## src/rtl/gps_pkg.sv

```systemverilog
// Package: shared mode encoding and control-field positions for the
// general-purpose strobe port. Assumes an 8-bit control register.
package gps_pkg;

    typedef enum logic [1:0] {
        MODE_OFF   = 2'b00,
        MODE_RDSTB = 2'b01,
        MODE_WRSTB = 2'b10,
        MODE_PLAIN = 2'b11
    } gps_mode_e;

    localparam int CTRL_W       = 8;
    localparam int MODE_LSB     = 3;
    localparam int DRV_BIT      = 2;

endpackage

```

## src/rtl/gps_access_decode.sv

```systemverilog
// Module: gps_access_decode
// Decodes a host data-port access into port and control hits and forms the
// combinational strobe request. Assumes host_index is stable while a pulse
// is low, so the AND of select and pulse cannot glitch.
module gps_access_decode
    import gps_pkg::*;
#(
    parameter int          IDX_W    = 8,
    parameter logic [7:0]  PORT_IDX = 8'h0A,
    parameter logic [7:0]  CTRL_IDX = 8'h2F
) (
    input  logic             clk,
    input  logic             rst_n,
    input  logic             host_sel,
    input  logic [IDX_W-1:0] host_index,
    input  logic             host_wr_n,
    input  logic             host_rd_n,
    input  gps_mode_e        mode,
    output logic             port_hit,
    output logic             ctrl_hit,
    output logic             strobe_act
);

    localparam logic [IDX_W-1:0] PORT_SEL = IDX_W'(PORT_IDX);
    localparam logic [IDX_W-1:0] CTRL_SEL = IDX_W'(CTRL_IDX);

    // Index match qualified by the data-port select.
    always_comb begin
        port_hit = host_sel && (host_index == PORT_SEL);
        ctrl_hit = host_sel && (host_index == CTRL_SEL);
    end

    // Strobe request: port hit ANDed with the pulse the mode picks.
    always_comb begin
        unique case (mode)
            MODE_WRSTB: strobe_act = port_hit && !host_wr_n;
            MODE_RDSTB: strobe_act = port_hit && !host_rd_n;
            default:    strobe_act = 1'b0;
        endcase
    end

    // an active strobe always belongs to a port-index access.
    p_strobe_port_only_r7: assert property (@(posedge clk) disable iff (!rst_n)
        strobe_act |-> (host_sel && host_index == PORT_SEL))
        else $error("strobe active outside port index");

    // strobe only while some host pulse is low.
    p_strobe_in_pulse_r2: assert property (@(posedge clk) disable iff (!rst_n)
        strobe_act |-> (!host_wr_n || !host_rd_n))
        else $error("strobe active without host pulse");

endmodule

```

## src/rtl/gps_regfile.sv

```systemverilog
// Module: gps_regfile
// Holds the control register and the port shadow register. Both load on
// the trailing edge of the host pulse, using the select and data seen in
// the last low cycle. Assumes the pulses are synchronous to clk and that
// read and write pulses are never low together.
module gps_regfile
    import gps_pkg::*;
#(
    parameter int DATA_W = 16,
    parameter int PORT_W = 8
) (
    input  logic              clk,
    input  logic              rst_n,
    input  logic              host_wr_n,
    input  logic              host_rd_n,
    input  logic [DATA_W-1:0] host_din,
    input  logic              port_hit,
    input  logic              ctrl_hit,
    output logic [CTRL_W-1:0] ctl,
    output logic [PORT_W-1:0] shadow,
    output gps_mode_e         mode
);

    localparam int PORT_LSB = DATA_W - PORT_W;

    logic              wr_low_q;
    logic              rd_low_q;
    logic              wcap_port;
    logic              wcap_ctrl;
    logic [DATA_W-1:0] wcap_data;
    logic              rcap_port;
    logic [PORT_W-1:0] rcap_data;
    logic              wr_end;
    logic              rd_end;
    logic              past_vld;

    // Trailing edges of the host pulses.
    always_comb begin
        wr_end = wr_low_q && host_wr_n;
        rd_end = rd_low_q && host_rd_n;
    end

    // Mode field as seen by the rest of the block.
    always_comb mode = gps_mode_e'(ctl[MODE_LSB +: 2]);

    // Pulse trackers: remember the select and data of the latest low cycle.
    always_ff @(posedge clk) begin
        if (!rst_n) begin
            wr_low_q  <= 1'b0;
            rd_low_q  <= 1'b0;
            wcap_port <= 1'b0;
            wcap_ctrl <= 1'b0;
            wcap_data <= '0;
            rcap_port <= 1'b0;
            rcap_data <= '0;
        end else begin
            wr_low_q <= !host_wr_n;
            rd_low_q <= !host_rd_n;
            if (!host_wr_n) begin
                wcap_port <= port_hit;
                wcap_ctrl <= ctrl_hit;
                wcap_data <= host_din;
            end
            if (!host_rd_n) begin
                rcap_port <= port_hit && (mode == MODE_RDSTB);
                rcap_data <= host_din[PORT_LSB +: PORT_W];
            end
        end
    end

    // Register commit on trailing edges.
    always_ff @(posedge clk) begin
        if (!rst_n) begin
            ctl    <= '0;
            shadow <= '0;
        end else begin
            if (wr_end && wcap_ctrl) ctl <= wcap_data[CTRL_W-1:0];
            if (wr_end && wcap_port) begin
                shadow <= wcap_data[PORT_LSB +: PORT_W];
            end else if (rd_end && rcap_port) begin
                shadow <= rcap_data;
            end
        end
    end

    // Marks that at least one cycle has passed since reset.
    always_ff @(posedge clk) begin
        if (!rst_n) past_vld <= 1'b0;
        else        past_vld <= 1'b1;
    end

    // the shadow only moves right after a pulse ends.
    p_shadow_hold_r3: assert property (@(posedge clk) disable iff (!rst_n)
        (past_vld && host_wr_n && host_rd_n && $past(host_wr_n) && $past(host_rd_n))
        |=> $stable(shadow))
        else $error("shadow changed without a finished pulse");

    // the control register never changes during a read pulse.
    p_ctl_hold_rd_r7: assert property (@(posedge clk) disable iff (!rst_n)
        (past_vld && !host_rd_n && host_wr_n) |=> $stable(ctl))
        else $error("control register changed during read");

endmodule

```

## src/rtl/gps_pin_drv.sv

```systemverilog
// Module: gps_pin_drv
// Maps the strobe request onto the pin. In push-pull style the pin is
// always enabled and follows the inverted request. In open-drain style it
// is enabled only to pull low, and an external pull-up supplies the high.
module gps_pin_drv (
    input  logic clk,
    input  logic rst_n,
    input  logic strobe_act,
    input  logic push_pull,
    output logic pin_o,
    output logic pin_oe
);

    // Driver style selection.
    always_comb begin
        if (push_pull) begin
            pin_o  = !strobe_act;
            pin_oe = 1'b1;
        end else begin
            pin_o  = 1'b0;
            pin_oe = strobe_act;
        end
    end

    // open-drain style only ever drives a low.
    p_od_low_only_r8: assert property (@(posedge clk) disable iff (!rst_n)
        (!push_pull && pin_oe) |-> !pin_o)
        else $error("open-drain pin driving high");

    // push-pull style never floats.
    p_pp_enabled_r8: assert property (@(posedge clk) disable iff (!rst_n)
        push_pull |-> pin_oe)
        else $error("push-pull pin floating");

endmodule

```

## src/rtl/gps_strobe_port.sv

```systemverilog
// Module: gps_strobe_port (top)
// General-purpose strobe port: decodes host accesses, keeps the control
// and shadow registers, returns read data per byte lane and drives the
// strobe pin. Assumes DATA_W >= PORT_W + 8 so the lanes do not overlap.
module gps_strobe_port
    import gps_pkg::*;
#(
    parameter int          DATA_W   = 16,
    parameter int          PORT_W   = 8,
    parameter int          IDX_W    = 8,
    parameter logic [7:0]  PORT_IDX = 8'h0A,
    parameter logic [7:0]  CTRL_IDX = 8'h2F
) (
    input  logic              clk,
    input  logic              rst_n,
    input  logic              host_sel,
    input  logic [IDX_W-1:0]  host_index,
    input  logic              host_wr_n,
    input  logic              host_rd_n,
    input  logic [DATA_W-1:0] host_din,
    output logic [DATA_W-1:0] host_dout,
    output logic              host_oe_hi,
    output logic              host_oe_lo,
    output logic              gps_o,
    output logic              gps_oe
);

    localparam int PORT_LSB = DATA_W - PORT_W;

    logic              port_hit;
    logic              ctrl_hit;
    logic              strobe_act;
    logic [CTRL_W-1:0] ctl;
    logic [PORT_W-1:0] shadow;
    gps_mode_e         mode;

    gps_access_decode #(
        .IDX_W    (IDX_W),
        .PORT_IDX (PORT_IDX),
        .CTRL_IDX (CTRL_IDX)
    ) u_decode (
        .clk        (clk),
        .rst_n      (rst_n),
        .host_sel   (host_sel),
        .host_index (host_index),
        .host_wr_n  (host_wr_n),
        .host_rd_n  (host_rd_n),
        .mode       (mode),
        .port_hit   (port_hit),
        .ctrl_hit   (ctrl_hit),
        .strobe_act (strobe_act)
    );

    gps_regfile #(
        .DATA_W (DATA_W),
        .PORT_W (PORT_W)
    ) u_regs (
        .clk       (clk),
        .rst_n     (rst_n),
        .host_wr_n (host_wr_n),
        .host_rd_n (host_rd_n),
        .host_din  (host_din),
        .port_hit  (port_hit),
        .ctrl_hit  (ctrl_hit),
        .ctl       (ctl),
        .shadow    (shadow),
        .mode      (mode)
    );

    gps_pin_drv u_pin (
        .clk        (clk),
        .rst_n      (rst_n),
        .strobe_act (strobe_act),
        .push_pull  (ctl[DRV_BIT]),
        .pin_o      (gps_o),
        .pin_oe     (gps_oe)
    );

    // Lane drive enables: read-strobe mode leaves the port lane to the buffer.
    always_comb begin
        host_oe_lo = ctrl_hit && !host_rd_n;
        host_oe_hi = port_hit && !host_rd_n && (mode != MODE_RDSTB);
    end

    // Read data assembly per lane; undriven lanes read as zero.
    always_comb begin
        host_dout = '0;
        if (host_oe_lo) host_dout[CTRL_W-1:0] = ctl;
        if (host_oe_hi) host_dout[PORT_LSB +: PORT_W] = shadow;
    end

    // the port lane is never driven by the block in read-strobe mode.
    p_no_drive_rdstb_r4: assert property (@(posedge clk) disable iff (!rst_n)
        (ctl[MODE_LSB +: 2] == 2'b01) |-> !host_oe_hi)
        else $error("port lane driven in read-strobe mode");

    // idle modes never pull the pin low.
    p_idle_pin_r6: assert property (@(posedge clk) disable iff (!rst_n)
        (ctl[MODE_LSB +: 2] == 2'b00 || ctl[MODE_LSB +: 2] == 2'b11)
        |-> (gps_o || !gps_oe))
        else $error("pin pulled low in idle mode");

    // nothing is driven without a data-port select.
    p_unsel_quiet_r9: assert property (@(posedge clk) disable iff (!rst_n)
        !host_sel |-> (!host_oe_hi && !host_oe_lo && (gps_o || !gps_oe)))
        else $error("activity without host select");

endmodule

```

## config.mk

```make
export PLATFORM = sky130hd
export DESIGN_NAME = gps_strobe_port
export DESIGN_NICKNAME = d
export VERILOG_FILES = /design/src/rtl/gps_pkg.sv /design/src/rtl/gps_access_decode.sv /design/src/rtl/gps_regfile.sv /design/src/rtl/gps_pin_drv.sv /design/src/rtl/gps_strobe_port.sv
export SDC_FILE = /design/constraint.sdc
export NUM_CORES = 1
export LEC_CHECK = 0
export BUFFER_PORTS_ARGS = -buffer_cell sky130_fd_sc_hd__buf_2
export CAP_MARGIN = 20
export CORE_UTILIZATION = 30
export DETAILED_ROUTE_END_ITERATION = 10
export GPL_TIMING_DRIVEN = 0
export SLEW_MARGIN = 20
export SYNTH_ARGS = -nofsm -noshare
export SYNTH_HDL_FRONTEND = slang
export SYNTH_SLANG_ARGS = --single-unit
```

## constraint.sdc

```tcl
create_clock -name clk -period 1.19 [get_ports clk]
set_input_delay 0 -clock clk [delete_from_list [all_inputs] [get_ports clk]]
set_output_delay 0 -clock clk [all_outputs]
set_load 0.01 [all_outputs]
```

==> impl_results.html, run 1 <==
<table>
<tr><th>Metric</th><th>Value</th></tr>
<tr><th colspan="2">Synth</th></tr>
<tr><td>Area of the mapped netlist</td><td>0.00194 mm2</td></tr>
<tr><td>Dominant cell type by area after synthesis</td><td>dfxtp_1</td></tr>
<tr><td>Synth cell types</td><td>23</td></tr>
<tr><td>Synth warn</td><td>0</td></tr>
<tr><td>Count of state elements after synthesis</td><td>45</td></tr>
<tr><td>Sequential share of the synthesized area</td><td>46.5%</td></tr>
<tr><td>Syn nets</td><td>231</td></tr>
<tr><td>Syn Area/Cell</td><td>9.70 um2</td></tr>
<tr><td>Biggest area contributors in the synthesized netlist</td><td>dfxtp_1, mux2i_1, nor2b_1</td></tr>
<tr><td>Synthesized instance count</td><td>200</td></tr>
<tr><td>Area share of the largest cell type after synthesis</td><td>46.5%</td></tr>
<tr><th colspan="2">Worst setup path</th></tr>
<tr><td>CP Class</td><td>reg -&gt; out</td></tr>
<tr><td>Flop2flop setup slack</td><td>90 ps</td></tr>
<tr><td>Startpoint types</td><td>flop</td></tr>
<tr><td>Data required, critical path</td><td>1190 ps</td></tr>
<tr><td>Cell count of the worst reg-to-reg path</td><td>4</td></tr>
<tr><td>Worst R2R Start</td><td>u_regs.wr_low_q</td></tr>
<tr><td>Worst path arrival time</td><td>1560 ps</td></tr>
<tr><td>Buffers and inverters on the worst path</td><td>3</td></tr>
<tr><td>Cell with the biggest individual delay on the critical path</td><td>dfxtp_2</td></tr>
<tr><td>Top cell family by delay on the critical path</td><td>simple AND/OR/NAND/NOR gates</td></tr>
<tr><td>Critical Path, Cell by Cell</td><td>inv_2 -&gt; ha_4 -&gt; nor4b_4 -&gt; buf_4 -&gt; and2_4 -&gt; buf_6</td></tr>
<tr><td>Critical Path End Type</td><td>output port</td></tr>
<tr><td>Crit Path Max Fanout</td><td>4</td></tr>
<tr><td>Crit Reg-Reg Endpoint</td><td>u_regs.shadow[5]</td></tr>
<tr><td>Slowest cell delay on critical path</td><td>340 ps</td></tr>
<tr><th colspan="2">Pwr</th></tr>
<tr><td>Reg power frac</td><td>56.7%</td></tr>
<tr><td>Gate power share</td><td>9.9%</td></tr>
<tr><td>Clk pwr share</td><td>33.4%</td></tr>
<tr><td>Fraction of power spent switching nets</td><td>22.0%</td></tr>
<tr><td>Pwr dens</td><td>1000 mW/mm2</td></tr>
<tr><td>Worst vdd ir</td><td>0.498 mV</td></tr>
<tr><td>Net load switching power</td><td>0.614 mW</td></tr>
<tr><td>Leakage power figure</td><td>1.21 nW</td></tr>
<tr><td>Internal power summed over all cells</td><td>2.17 mW</td></tr>
<tr><th colspan="2">Die</th></tr>
<tr><td>Ports</td><td>49</td></tr>
<tr><td>Std-Cell Core Area</td><td>0.00606 mm2</td></tr>
<tr><td>Row cnt</td><td>28</td></tr>
<tr><td>Die Footprint</td><td>0.00679 mm2</td></tr>
<tr><td>Initial core utilization</td><td>32.0%</td></tr>
<tr><td>Die height</td><td>82.4 um</td></tr>
<tr><td>Die X-Extent</td><td>82.4 um</td></tr>
<tr><th colspan="2">Clock tree</th></tr>
<tr><td>Sink Count</td><td>45</td></tr>
<tr><td>CTS tree</td><td>done</td></tr>
<tr><td>Clock latency of the later-clocked register in the worst-skew pair</td><td>290 ps</td></tr>
<tr><td>CTS root buffer</td><td>clkbuf_8</td></tr>
<tr><td>Number of buffers created by CTS</td><td>5</td></tr>
<tr><td>Number of buffers on the longest clock path</td><td>2</td></tr>
<tr><td>CTS clock-pin slew for the worst setup and hold paths</td><td>80 ps</td></tr>
<tr><td>H-Tree Level Count</td><td>2</td></tr>
<tr><th colspan="2">Global routing</th></tr>
<tr><td>Number of global-route vias before repair</td><td>1559</td></tr>
<tr><td>Number of antenna violations at the first check in global routing</td><td>0</td></tr>
<tr><td>Maximum number of pins on one net before global-route repair</td><td>13</td></tr>
<tr><td>Remaining global-route overflow</td><td>0</td></tr>
<tr><td>Global routing usage summed across all routing layers</td><td>14.7%</td></tr>
<tr><td>First-pass GRT wire length</td><td>7.34 mm</td></tr>
<tr><th colspan="2">Cells and area</th></tr>
<tr><td>Register Area</td><td>905 um2</td></tr>
<tr><td>Layout cells sized above 1</td><td>33.0%</td></tr>
<tr><td>Count of inserted antenna diode cells</td><td>0</td></tr>
<tr><td>Number of standard cells in the layout, taps in and fillers out</td><td>357</td></tr>
<tr><td>Number of nets in the layout</td><td>313</td></tr>
<tr><td>Layout overhead on the synthesized area</td><td>43.4%</td></tr>
<tr><td>Filler cell count</td><td>623</td></tr>
<tr><td>Area of combinational cells with multiple inputs</td><td>0.00106 mm2</td></tr>
<tr><th colspan="2">Timing</th></tr>
<tr><td>Final worst slack</td><td>-370 ps</td></tr>
<tr><td>Slew Limit Headroom</td><td>60.2%</td></tr>
<tr><td>Min cycle time layout</td><td>1560 ps</td></tr>
<tr><td>Final worst path period share</td><td>131%</td></tr>
<tr><td>Number of setup violations in the final report</td><td>14</td></tr>
<tr><td>Fmax</td><td>641 MHz</td></tr>
<tr><td>Setup clock skew after layout</td><td>3.16 ps</td></tr>
<tr><td>Final-report max-slew violation count</td><td>0</td></tr>
<tr><td>Final hold violation count</td><td>0</td></tr>
<tr><td>Slew @ Worst Pin</td><td>593 ps</td></tr>
<tr><td>RSZ-0062 raised after global routing</td><td>true</td></tr>
<tr><td>Worst hold slack</td><td>72.0 ps</td></tr>
<tr><th colspan="2">Drt</th></tr>
<tr><td>Post-route DRC</td><td>0</td></tr>
<tr><td>Total number of vias</td><td>1658</td></tr>
<tr><td>Antenna violation net count after detailed routing</td><td>0</td></tr>
<tr><td>Routed length per placed instance</td><td>12.7 um</td></tr>
<tr><td>Initial DRC count</td><td>92</td></tr>
<tr><td>Via count normalized by instance count</td><td>4.64</td></tr>
<tr><td>Total length of routed wires</td><td>4.54 mm</td></tr>
<tr><td>DRT Pass-1 Iters</td><td>4</td></tr>
<tr><th colspan="2">Min path</th></tr>
<tr><td>Hold endpoint</td><td>u_regs.rcap_data[0]</td></tr>
<tr><td>Count of cells along the worst hold path</td><td>3</td></tr>
<tr><td>Worst min-delay path class</td><td>in -&gt; reg</td></tr>
<tr><td>Startpoint of the tightest hold check path</td><td>host_rd_n</td></tr>
<tr><th colspan="2">Placed design</th></tr>
<tr><td>Buffers added on ports</td><td>47</td></tr>
<tr><td>Placer congestion estimate</td><td>0.724</td></tr>
<tr><td>Placed cells</td><td>322</td></tr>
<tr><td>HPWL Detailed</td><td>2.96 mm</td></tr>
<tr><th colspan="2">Job</th></tr>
<tr><td>Max_cap viols</td><td>0</td></tr>
<tr><th colspan="2">Status</th></tr>
<tr><td>Status</td><td>finished with violations</td></tr>
<tr><td>Failing checks</td><td>setup timing</td></tr>
</table>
==> what timing repair did <==
item	in CTS	in global routing
hold buffers	17	0
setup endpoints to repair	31	22
setup buffers	8	3
gates resized for setup	27	13
pin swaps	13	3
hold endpoints to repair	24	0
gates cloned	1	0
==> logic make-up (layout without fill, tap and decap cells) <==
| group | after synthesis | count (layout) | share of synthesized area, % |
|---|---|---|---|
| flip-flops | 45 | 45 | 46.5 |
| AO/OA/AOI/OAI | 22 | 22 | 6.45 |
| buffers and inverters | 13 | 95 | 2.71 |
| adder cells (fa/ha/maj) | 2 | 2 | 1.29 |
| AND/OR/NAND/NOR | 86 | 86 | 26.6 |
| multiplexers | 32 | 32 | 16.5 |
==> flip-flops by register name (all words and copies together), names as in the netlist <==
| signal | cells |
|---|---|
| u_regs.wcap_data | 16 |
| u_regs.ctl | 8 |
| u_regs.rcap_data | 8 |
| u_regs.shadow | 8 |
| u_regs.rcap_port | 1 |
| u_regs.rd_low_q | 1 |
| u_regs.wcap_ctrl | 1 |
| u_regs.wcap_port | 1 |
| u_regs.wr_low_q | 1 |
==> worst register-to-register path: cells and delay by family (launching register included) <==
kind	cells	cell delay (ps)
buffers and inverters	1	240
AO/OA/AOI/OAI	2	220
flip-flops	1	360
AND/OR/NAND/NOR	1	170
==> per-layer routing <==
layer	wire, um	global-route usage (%)	share of wire [%]	vias to the layer above
met5	0	0	0	-
met4	72	5.79	1.6	0
met3	213	2.97	4.7	5
met2	2240	25.3	49	45
met1	2020	17.9	44	761
li1	-	-	-	847
==> power by group through the flow <==
stage               logic (mW)  registers [mW]  clock network [mW]
floorplan                0.142            1.61                   0
global placement         0.223            1.61                   0
detailed placement       0.227            1.62                   0
CTS                      0.278            1.58               0.965
global route             0.309            1.59                1.01
finish                   0.277            1.58               0.930
==> worst max path at each step <==
| stage | from | cells past startpoint | slack [ps] | to |
|---|---|---|---|---|
| 6_report | u_regs.ctl[4] | 6 | -370 | host_dout[12] |
| 5_1_grt | u_regs.ctl[4] | 6 | -430 | host_dout[10] |
| 4_1_cts | u_regs.ctl[4] | 6 | -440 | host_dout[13] |
| 3_5_place_dp | host_index[0] | 5 | -330 | host_dout[15] |
| 3_3_place_gp | host_index[0] | 5 | -310 | host_dout[15] |
| 2_1_floorplan | u_regs.ctl[4] | 4 | 10 | host_dout[11] |
==> layout by cell type (no fill, tap or decap), drive strengths merged <==
master	netlist	final
dfxtp	45	45
a31oi	9	9
inv	3	3
dlygate4sd3	0	17
nand3	7	7
nor4b	1	1
nor4	3	3
o21ai	11	11
nand2	17	17
mux2i	32	32
nand4b	2	2
clkbuf	7	13
and2	13	13
ha	2	2
and3	1	1
nor3	3	3
a21oi	1	1
or3	2	2
a31o	1	1
buf	3	62
nand2b	3	3
nor2b	34	34
==> Yosys cell counts <==
library cell / instances
a21oi_1: 1
a31o_2: 1
a31oi_1: 9
and2_1: 13
and3_1: 1
buf_2: 3
clkbuf_1: 7
dfxtp_1: 45
ha_1: 2
inv_1: 3
mux2i_1: 32
nand2_1: 17
nand2b_1: 3
nand3_1: 7
nand4b_1: 2
nor2b_1: 34
nor3_1: 2
nor3_2: 1
nor4_1: 3
nor4b_4: 1
o21ai_0: 11
or3_1: 1
or3_4: 1
==> cell type report <==
cell class                      count  share of cell area (%)
Buffer                              9                    1.49
Clock buffer                        7                    3.11
Inverter                            3                   0.495
Multi-Input combinational cell    142                    38.3
Sequential cell                    45                    32.5
Tap cell                           75                    3.38
Timing Repair Buffer               76                    20.7
==> through the flow <==
| stage | setup TNS (ps) | worst slack (ps) | utilization (%) | power [mW] | instance area [um2] |
|---|---|---|---|---|---|
| after floorplan | 0 | 11.7 | - | 1.75 | 1940 |
| after global placement | -2940 | -314 | 37.5 | 1.84 | 2270 |
| after detailed placement | -3460 | -326 | 37.5 | 1.84 | 2270 |
| after CTS | -4260 | -439 | 44.8 | 2.82 | 2710 |
| after global routing | -4980 | -429 | 45.9 | 2.90 | 2780 |
| final | -3970 | -370 | 45.9 | 2.79 | 2780 |
Power figures use the tool's default switching activity.
==> run 2: changes to the inputs <==
CELL_PAD_IN_SITES_DETAIL_PLACEMENT = 0   (was unset)
CELL_PAD_IN_SITES_GLOBAL_PLACEMENT = 2   (was unset)
PLACE_DENSITY_LB_ADDON = 0.1   (was unset)
==> run 2 against run 1 <==
Compared with the run above:
- the flow still finishes with violations (setup timing)
- worst setup slack better by 45 ps
- via count grew 0.30%
- global-route usage increased by 2.3 points
- routed wire length rose by 12%
- fmax up 3.0%
- sequential cell count is the same
- critical endpoint is now host_dout[8]
- highest routed layer unchanged
==> impl_results.html, run 2 (synthesis results as in run 1) <==
<table>
<tr><th>Metric</th><th>Value</th></tr>
<tr><th colspan="2">Status</th></tr>
<tr><td>Status</td><td>finished with violations (unchanged)</td></tr>
<tr><td>Failing checks</td><td>setup timing (unchanged)</td></tr>
<tr><th colspan="2">Job</th></tr>
<tr><td>Max_cap viols</td><td>0 (unchanged)</td></tr>
<tr><th colspan="2">Global routing</th></tr>
<tr><td>Maximum number of pins on one net before global-route repair</td><td>14 (was 13)</td></tr>
<tr><td>Global routing usage summed across all routing layers</td><td>17.0% (was 14.7%)</td></tr>
<tr><td>First-pass GRT wire length</td><td>8.28 mm (was 7.34 mm)</td></tr>
<tr><td>Number of antenna violations at the first check in global routing</td><td>0 (unchanged)</td></tr>
<tr><td>Number of global-route vias before repair</td><td>1650 (was 1559)</td></tr>
<tr><td>Remaining global-route overflow</td><td>0 (unchanged)</td></tr>
<tr><th colspan="2">Clock tree</th></tr>
<tr><td>CTS root buffer</td><td>clkbuf_8 (unchanged)</td></tr>
<tr><td>CTS clock-pin slew for the worst setup and hold paths</td><td>90 ps (was 80 ps)</td></tr>
<tr><td>CTS tree</td><td>done (unchanged)</td></tr>
<tr><td>Clock latency of the later-clocked register in the worst-skew pair</td><td>300 ps (was 290 ps)</td></tr>
<tr><td>Number of buffers created by CTS</td><td>5 (unchanged)</td></tr>
<tr><td>H-Tree Level Count</td><td>2 (unchanged)</td></tr>
<tr><td>Number of buffers on the longest clock path</td><td>2 (unchanged)</td></tr>
<tr><td>Sink Count</td><td>45 (unchanged)</td></tr>
<tr><th colspan="2">Cells and area</th></tr>
<tr><td>Count of inserted antenna diode cells</td><td>0 (unchanged)</td></tr>
<tr><td>Register bank with the most flops</td><td>u_regs.wcap_data (unchanged)</td></tr>
<tr><td>Fin util</td><td>46.0% (was 45.9%)</td></tr>
<tr><td>Most common cell after layout, fill and taps aside</td><td>dfxtp_1 (unchanged)</td></tr>
<tr><td>Layout cells sized above 1</td><td>33.7% (was 33.0%)</td></tr>
<tr><td>Layout overhead on the synthesized area</td><td>43.7% (was 43.4%)</td></tr>
<tr><td>Number of nets in the layout</td><td>310 (was 313)</td></tr>
<tr><td>Flip-flop count of the largest register after layout</td><td>16 (unchanged)</td></tr>
<tr><td>Commonest cells after routing, fill and taps aside</td><td>dfxtp_1, buf_2, nor2b_1, mux2i_1 (unchanged)</td></tr>
<tr><th colspan="2">Drt</th></tr>
<tr><td>DRT Pass-1 Iters</td><td>4 (unchanged)</td></tr>
<tr><td>Initial DRC count</td><td>64 (was 92)</td></tr>
<tr><td>Total number of vias</td><td>1663 (was 1658)</td></tr>
<tr><td>Routed length per placed instance</td><td>14.4 um (was 12.7 um)</td></tr>
<tr><td>Post-route DRC</td><td>0 (unchanged)</td></tr>
<tr><td>Total length of routed wires</td><td>5.10 mm (was 4.54 mm)</td></tr>
<tr><td>Antenna violation net count after detailed routing</td><td>0 (unchanged)</td></tr>
<tr><td>Via count normalized by instance count</td><td>4.70 (was 4.64)</td></tr>
<tr><th colspan="2">Timing</th></tr>
<tr><td>Final-report max-slew violation count</td><td>0 (unchanged)</td></tr>
<tr><td>Fmax</td><td>660 MHz (was 641 MHz)</td></tr>
<tr><td>Setup clock skew after layout</td><td>6.85 ps (was 3.16 ps)</td></tr>
<tr><td>Slew @ Worst Pin</td><td>651 ps (was 593 ps)</td></tr>
<tr><td>Slew Limit Headroom</td><td>56.3% (was 60.2%)</td></tr>
<tr><td>RSZ-0062 raised after global routing</td><td>true (unchanged)</td></tr>
<tr><td>Final worst slack</td><td>-325 ps (was -370 ps)</td></tr>
<tr><td>Min cycle time layout</td><td>1520 ps (was 1560 ps)</td></tr>
<tr><td>Final hold violation count</td><td>0 (unchanged)</td></tr>
<tr><td>Number of setup violations in the final report</td><td>11 (was 14)</td></tr>
<tr><td>Final worst path period share</td><td>127% (was 131%)</td></tr>
<tr><th colspan="2">Worst setup path</th></tr>
<tr><td>CP Class</td><td>reg -&gt; out (unchanged)</td></tr>
<tr><td>Flop2flop setup slack</td><td>90 ps (about the same)</td></tr>
<tr><td>Crit Path Max Fanout</td><td>4 (unchanged)</td></tr>
<tr><td>Data required, critical path</td><td>1190 ps (about the same)</td></tr>
<tr><td>Critical Path End Type</td><td>output port (unchanged)</td></tr>
<tr><td>Worst path arrival time</td><td>1520 ps (was 1560 ps)</td></tr>
<tr><td>Startpoint types</td><td>flop (unchanged)</td></tr>
<tr><th colspan="2">Die</th></tr>
<tr><td>Die X-Extent</td><td>82.4 um (unchanged)</td></tr>
<tr><td>Die Footprint</td><td>0.00679 mm2 (unchanged)</td></tr>
<tr><td>Die height</td><td>82.4 um (unchanged)</td></tr>
<tr><td>Row cnt</td><td>28 (unchanged)</td></tr>
<tr><td>Ports</td><td>49 (unchanged)</td></tr>
<tr><td>Std-Cell Core Area</td><td>0.00606 mm2 (unchanged)</td></tr>
<tr><td>Initial core utilization</td><td>32.0% (unchanged)</td></tr>
<tr><th colspan="2">Pwr</th></tr>
<tr><td>Pwr dens</td><td>1070 mW/mm2 (was 1000 mW/mm2)</td></tr>
<tr><td>Total power after layout</td><td>2.99 mW (was 2.79 mW)</td></tr>
<tr><td>Worst vdd ir</td><td>0.580 mV (was 0.498 mV)</td></tr>
<tr><td>Leakage power figure</td><td>1.22 nW (was 1.21 nW)</td></tr>
<tr><th colspan="2">Placed design</th></tr>
<tr><td>Placer congestion estimate</td><td>0.696 (was 0.724)</td></tr>
<tr><td>Buffers added on ports</td><td>47 (unchanged)</td></tr>
<tr><td>HPWL Detailed</td><td>3.23 mm (was 2.96 mm)</td></tr>
<tr><th colspan="2">Min path</th></tr>
<tr><td>Worst min-delay path class</td><td>in -&gt; reg (unchanged)</td></tr>
</table>
-- run 2: final cells by class --
type                       instances  area (um2)
buffer                             9        41.3
fill                             628        3270
tap                               75        93.8
multi-input combinational        142        1090
sequential                        45         907
clock buffer                       5        68.8
timing repair buffer              73         539
clock inverter                     2        35.0
inverter                           3        13.8
-- run 2: per-stage QoR --
step / std cells / area (um2) / setup slack (ps) / hold WS (ps) / setup TNS, ps
global placement: 322 / 2270 / -419 / 252 / -5770
global route: 354 / 2790 / -413 / 53.3 / -4370
floorplan: 200 / 1940 / 11.7 / 94.7 / 0
detailed placement: 322 / 2270 / -428 / 246 / -5420
finish: 354 / 2790 / -325 / 49.3 / -3300
CTS: 353 / 2730 / -410 / 39.1 / -4010
-- run 2: report_power, final --
part           total (mW)  switching, mW  internal (mW)
Sequential           1.58         0.0250           1.55
Combinational       0.283          0.129          0.154
Clock                1.13          0.515          0.611
Total                2.99          0.669           2.32
-- run 2: critical path, cell delays in order (launching register included) --
cell and delay, ps:
dfxtp_2 340, inv_2 50, ha_4 160, nor4b_4 250, buf_4 200, and2_4 140, buf_6 90
-- run 2: path summary, 6_finish.rpt --
check,from,end,cells past startpoint
min,host_rd_n,u_regs.rcap_data[0],3
max,u_regs.ctl[4],host_dout[8],6
max reg2reg,u_regs.wr_low_q,u_regs.shadow[5],4
min reg2reg,u_regs.shadow[6],u_regs.shadow[6],2
-- run 2: timing repair --
action	CTS	global route
resized for setup	28	13
endpoints found under the setup margin	35	22
pin swaps	16	3
hold buffers	17	0
gates cloned	1	0
hold endpoints to repair	25	0
setup buffers	7	1
-- run 2: metal layers --
layer / track usage, % / wire length [um]
met1: 22.5 / 2550
met5: 0 / 0
met4: 5.44 / 65
met3: 5.27 / 268
met2: 26.1 / 2220
==> run 3: changes to the inputs <==
CTS_CLUSTER_SIZE = 10   (was unset)
SYNTH_HIERARCHICAL = 1   (was unset)
==> run 3 against run 2 <==
Compared with the run above:
- the flow finishes with violations (DRC, setup timing)
- register-to-register slack improved by 30 ps
- first-iteration DRC count rose by 3.1%
- via count fell by 5.1%
- synthesized cell count fell by 1.0%
- global-route usage fell by 2.5 points
- utilization fell by 3.4 points
- clock skew fell by 4.9 ps
- clock power fell by 15%
- critical path type unchanged
- largest power group unchanged
- highest routed layer unchanged
==> impl_results.html, run 3 <==
<table>
<tr><th>Metric</th><th>Value</th></tr>
<tr><th colspan="2">Timing</th></tr>
<tr><td>Final-report max-slew violation count</td><td>0 (unchanged)</td></tr>
<tr><td>Worst hold slack</td><td>29.4 ps (was 49.3 ps)</td></tr>
<tr><td>Fmax</td><td>572 MHz (was 660 MHz)</td></tr>
<tr><td>Min cycle time layout</td><td>1750 ps (was 1520 ps)</td></tr>
<tr><td>Final hold violation count</td><td>0 (unchanged)</td></tr>
<tr><td>Slew Limit Headroom</td><td>65.6% (was 56.3%)</td></tr>
<tr><td>Setup clock skew after layout</td><td>1.98 ps (was 6.85 ps)</td></tr>
<tr><td>RSZ-0062 raised after global routing</td><td>true (unchanged)</td></tr>
<tr><td>Final worst slack</td><td>-557 ps (was -325 ps)</td></tr>
<tr><td>Final worst path period share</td><td>147% (was 127%)</td></tr>
<tr><td>Number of setup violations in the final report</td><td>20 (was 11)</td></tr>
<tr><td>Slew @ Worst Pin</td><td>516 ps (was 651 ps)</td></tr>
<tr><th colspan="2">Cells and area</th></tr>
<tr><td>Number of standard cells in the layout, taps in and fillers out</td><td>347 (was 354)</td></tr>
<tr><td>Most common cell after layout, fill and taps aside</td><td>buf_2 (was dfxtp_1)</td></tr>
<tr><td>Number of nets in the layout</td><td>300 (was 310)</td></tr>
<tr><td>Cell area after layout</td><td>0.00275 mm2 (was 0.00279 mm2)</td></tr>
<tr><td>Layout cells sized above 1</td><td>35.6% (was 33.7%)</td></tr>
<tr><td>Flip-flop count of the largest register after layout</td><td>16 (unchanged)</td></tr>
<tr><td>Filler cell count</td><td>652 (was 628)</td></tr>
<tr><td>Commonest cells after routing, fill and taps aside</td><td>buf_2, dfxtp_1, nor2b_1, mux2i_1, nand2_1 (was dfxtp_1, buf_2, nor2b_1, mux2i_1)</td></tr>
<tr><td>Layout overhead on the synthesized area</td><td>34.6% (was 43.7%)</td></tr>
<tr><td>Register bank with the most flops</td><td>u_regs/wcap_data (was u_regs.wcap_data)</td></tr>
<tr><td>Count of inserted antenna diode cells</td><td>0 (unchanged)</td></tr>
<tr><th colspan="2">Synth</th></tr>
<tr><td>Dominant cell type by area after synthesis</td><td>dfxtp_1 (unchanged)</td></tr>
<tr><td>Biggest area contributors in the synthesized netlist</td><td>dfxtp_1, mux2i_1, nor2b_1 (unchanged)</td></tr>
<tr><td>Synth warn</td><td>6 (was 0)</td></tr>
<tr><td>Area of the mapped netlist</td><td>0.00204 mm2 (was 0.00194 mm2)</td></tr>
<tr><td>Count of state elements after synthesis</td><td>45 (unchanged)</td></tr>
<tr><td>Ys flop type</td><td>dfxtp_1 (unchanged)</td></tr>
<tr><td>Synthesized instance count</td><td>198 (was 200)</td></tr>
<tr><td>Number of enable-type register cells in the synthesized netlist</td><td>0 (unchanged)</td></tr>
<tr><td>Syn Area/Cell</td><td>10.3 um2 (was 9.70 um2)</td></tr>
<tr><td>Sequential share of the synthesized area</td><td>44.1% (was 46.5%)</td></tr>
<tr><td>Synth cell types</td><td>31 (was 23)</td></tr>
<tr><td>Fraction of registers with async set/reset</td><td>0% (unchanged)</td></tr>
<tr><td>Synth cell count leaders</td><td>dfxtp_1, nor2b_1, mux2i_1 (unchanged)</td></tr>
<tr><td>Area share of the largest cell type after synthesis</td><td>44.1% (was 46.5%)</td></tr>
<tr><td>Syn nets</td><td>228 (was 231)</td></tr>
<tr><td>Most numerous cell in the Yosys netlist</td><td>dfxtp_1 (unchanged)</td></tr>
<tr><th colspan="2">Die</th></tr>
<tr><td>Die X-Extent</td><td>84.5 um (was 82.4 um)</td></tr>
<tr><td>Die height</td><td>84.5 um (was 82.4 um)</td></tr>
<tr><td>Die Footprint</td><td>0.00714 mm2 (was 0.00679 mm2)</td></tr>
<tr><td>Initial core utilization</td><td>31.6% (was 32.0%)</td></tr>
<tr><td>Std-Cell Core Area</td><td>0.00646 mm2 (was 0.00606 mm2)</td></tr>
<tr><td>Row cnt</td><td>29 (was 28)</td></tr>
<tr><td>Ports</td><td>49 (unchanged)</td></tr>
<tr><th colspan="2">Clock tree</th></tr>
<tr><td>Number of buffers on the longest clock path</td><td>2 (unchanged)</td></tr>
<tr><td>Clock latency of the later-clocked register in the worst-skew pair</td><td>290 ps (was 300 ps)</td></tr>
<tr><td>Sink Count</td><td>45 (unchanged)</td></tr>
<tr><td>CTS clock-pin slew for the worst setup and hold paths</td><td>80 ps (was 90 ps)</td></tr>
<tr><td>CTS root buffer</td><td>clkbuf_8 (unchanged)</td></tr>
<tr><td>H-Tree Level Count</td><td>2 (unchanged)</td></tr>
<tr><td>CTS tree</td><td>done (unchanged)</td></tr>
<tr><td>Number of buffers created by CTS</td><td>5 (unchanged)</td></tr>
<tr><th colspan="2">Global routing</th></tr>
<tr><td>Number of antenna violations at the first check in global routing</td><td>0 (unchanged)</td></tr>
<tr><td>Global routing usage summed across all routing layers</td><td>14.5% (was 17.0%)</td></tr>
<tr><td>Number of global-route vias before repair</td><td>1542 (was 1650)</td></tr>
<tr><td>Maximum number of pins on one net before global-route repair</td><td>16 (was 14)</td></tr>
<tr><td>Remaining global-route overflow</td><td>0 (unchanged)</td></tr>
<tr><td>First-pass GRT wire length</td><td>7.91 mm (was 8.28 mm)</td></tr>
<tr><th colspan="2">Min path</th></tr>
<tr><td>Worst min-delay path class</td><td>in -&gt; reg (unchanged)</td></tr>
<tr><td>Count of cells along the worst hold path</td><td>3 (unchanged)</td></tr>
<tr><th colspan="2">Worst setup path</th></tr>
<tr><td>Cell count of the worst reg-to-reg path</td><td>4 (unchanged)</td></tr>
<tr><td>Crit Path Max Fanout</td><td>3 (was 4)</td></tr>
<tr><td>Startpoint types</td><td>flop (unchanged)</td></tr>
<tr><td>Worst path arrival time</td><td>1750 ps (was 1520 ps)</td></tr>
<tr><td>Critical Path End Type</td><td>output port (unchanged)</td></tr>
<tr><td>Data required, critical path</td><td>1190 ps (about the same)</td></tr>
<tr><td>CP Class</td><td>reg -&gt; out (unchanged)</td></tr>
<tr><th colspan="2">Pwr</th></tr>
<tr><td>Total power after layout</td><td>2.82 mW (was 2.99 mW)</td></tr>
<tr><td>Leakage power figure</td><td>1.23 nW (was 1.22 nW)</td></tr>
<tr><td>Pwr dens</td><td>1030 mW/mm2 (was 1070 mW/mm2)</td></tr>
<tr><td>Worst vdd ir</td><td>0.451 mV (was 0.580 mV)</td></tr>
<tr><th colspan="2">Placed design</th></tr>
<tr><td>Buffers added on ports</td><td>48 (was 47)</td></tr>
<tr><td>Placer congestion estimate</td><td>0.690 (was 0.696)</td></tr>
<tr><td>Placed inst area</td><td>0.00240 mm2 (was 0.00227 mm2)</td></tr>
<tr><td>HPWL Detailed</td><td>3.32 mm (was 3.23 mm)</td></tr>
<tr><td>Placed cells</td><td>323 (was 322)</td></tr>
<tr><th colspan="2">Drt</th></tr>
<tr><td>Post-route DRC</td><td>4 (was 0)</td></tr>
<tr><td>Antenna violation net count after detailed routing</td><td>0 (unchanged)</td></tr>
<tr><td>Via count normalized by instance count</td><td>4.55 (was 4.70)</td></tr>
<tr><td>Initial DRC count</td><td>66 (was 64)</td></tr>
<tr><td>Routed length per placed instance</td><td>14.1 um (was 14.4 um)</td></tr>
<tr><td>DRT Pass-1 Iters</td><td>9 (was 4)</td></tr>
<tr><td>Total number of vias</td><td>1579 (was 1663)</td></tr>
<tr><td>Total length of routed wires</td><td>4.91 mm (was 5.10 mm)</td></tr>
<tr><th colspan="2">Job</th></tr>
<tr><td>Max_cap viols</td><td>0 (unchanged)</td></tr>
<tr><th colspan="2">Status</th></tr>
<tr><td>Status</td><td>finished with violations (unchanged)</td></tr>
<tr><td>Failing checks</td><td>DRC, setup timing (was setup timing)</td></tr>
</table>
run 3: timing repair:
item | CTS | global route
pin swaps | 4 | 3
gates cloned | 0 | 0
hold buffers | 16 | 0
resized for setup | 8 | 8
setup endpoints to repair | 22 | 22
endpoints found under the hold margin | 24 | 0
buffers inserted | 3 | 0
run 3: logic make-up after synthesis:
kind of cell	Yosys count	synth area share [%]
buffers and inverters	13	4.60
adder cells (fa/ha/maj)	1	0.613
multiplexers	35	17.2
AND/OR/NAND/NOR	87	28.8
AO/OA/AOI/OAI	17	4.66
flip-flops	45	44.1
run 3: power by group:
| group | switching (mW) | internal (mW) |
|---|---|---|
| registers | 0.0263 | 1.55 |
| logic | 0.126 | 0.162 |
| clock network | 0.497 | 0.462 |
| total | 0.649 | 2.18 |
run 3: per-layer routing:
metal	GRT usage, %	part of all wire [%]	vias to the layer above
li1	-	-	829
met1	19.3	50	716
met2	23.5	46	29
met3	3.15	3.5	5
met4	4.16	1.1	0
met5	0	0	-
run 3: worst paths after layout:
check                                      start                to  slack [ps]
worst max-delay path               u_regs/ctl[3]            gps_oe        -560
worst min-delay path                       rst_n  u_regs/shadow[1]          30
worst max register to register   u_regs/wr_low_q  u_regs/shadow[5]         120
worst min register to register  u_regs/shadow[0]  u_regs/shadow[0]         470
run 3: final cells by class:
class,count,area (um2),area share [%]
inverter,1,6.26,0.228
tap,77,96.3,3.51
timing repair buffer,67,448,16.3
clock buffer,7,86.3,3.14
buffer,10,77.6,2.82
sequential,45,908,33.1
multi-input combinational,140,1120,40.9
run 3: stage by stage:
stage               util (%)  TNS [ps]  worst slack (ps)
floorplan                  -      -534              -233
global placement        37.2     -8770              -635
detailed placement      37.2     -8800              -608
CTS                     41.8     -5170              -714
global route            42.5     -5860              -640
finish                  42.5     -4660              -557
run 3: worst max-delay path: stages, from the launching register on:
cell	delay, ps
dfxtp_4	380
ha_4	230
or4_4	430
nor4_4	170
or2_1	130
buf_2	120
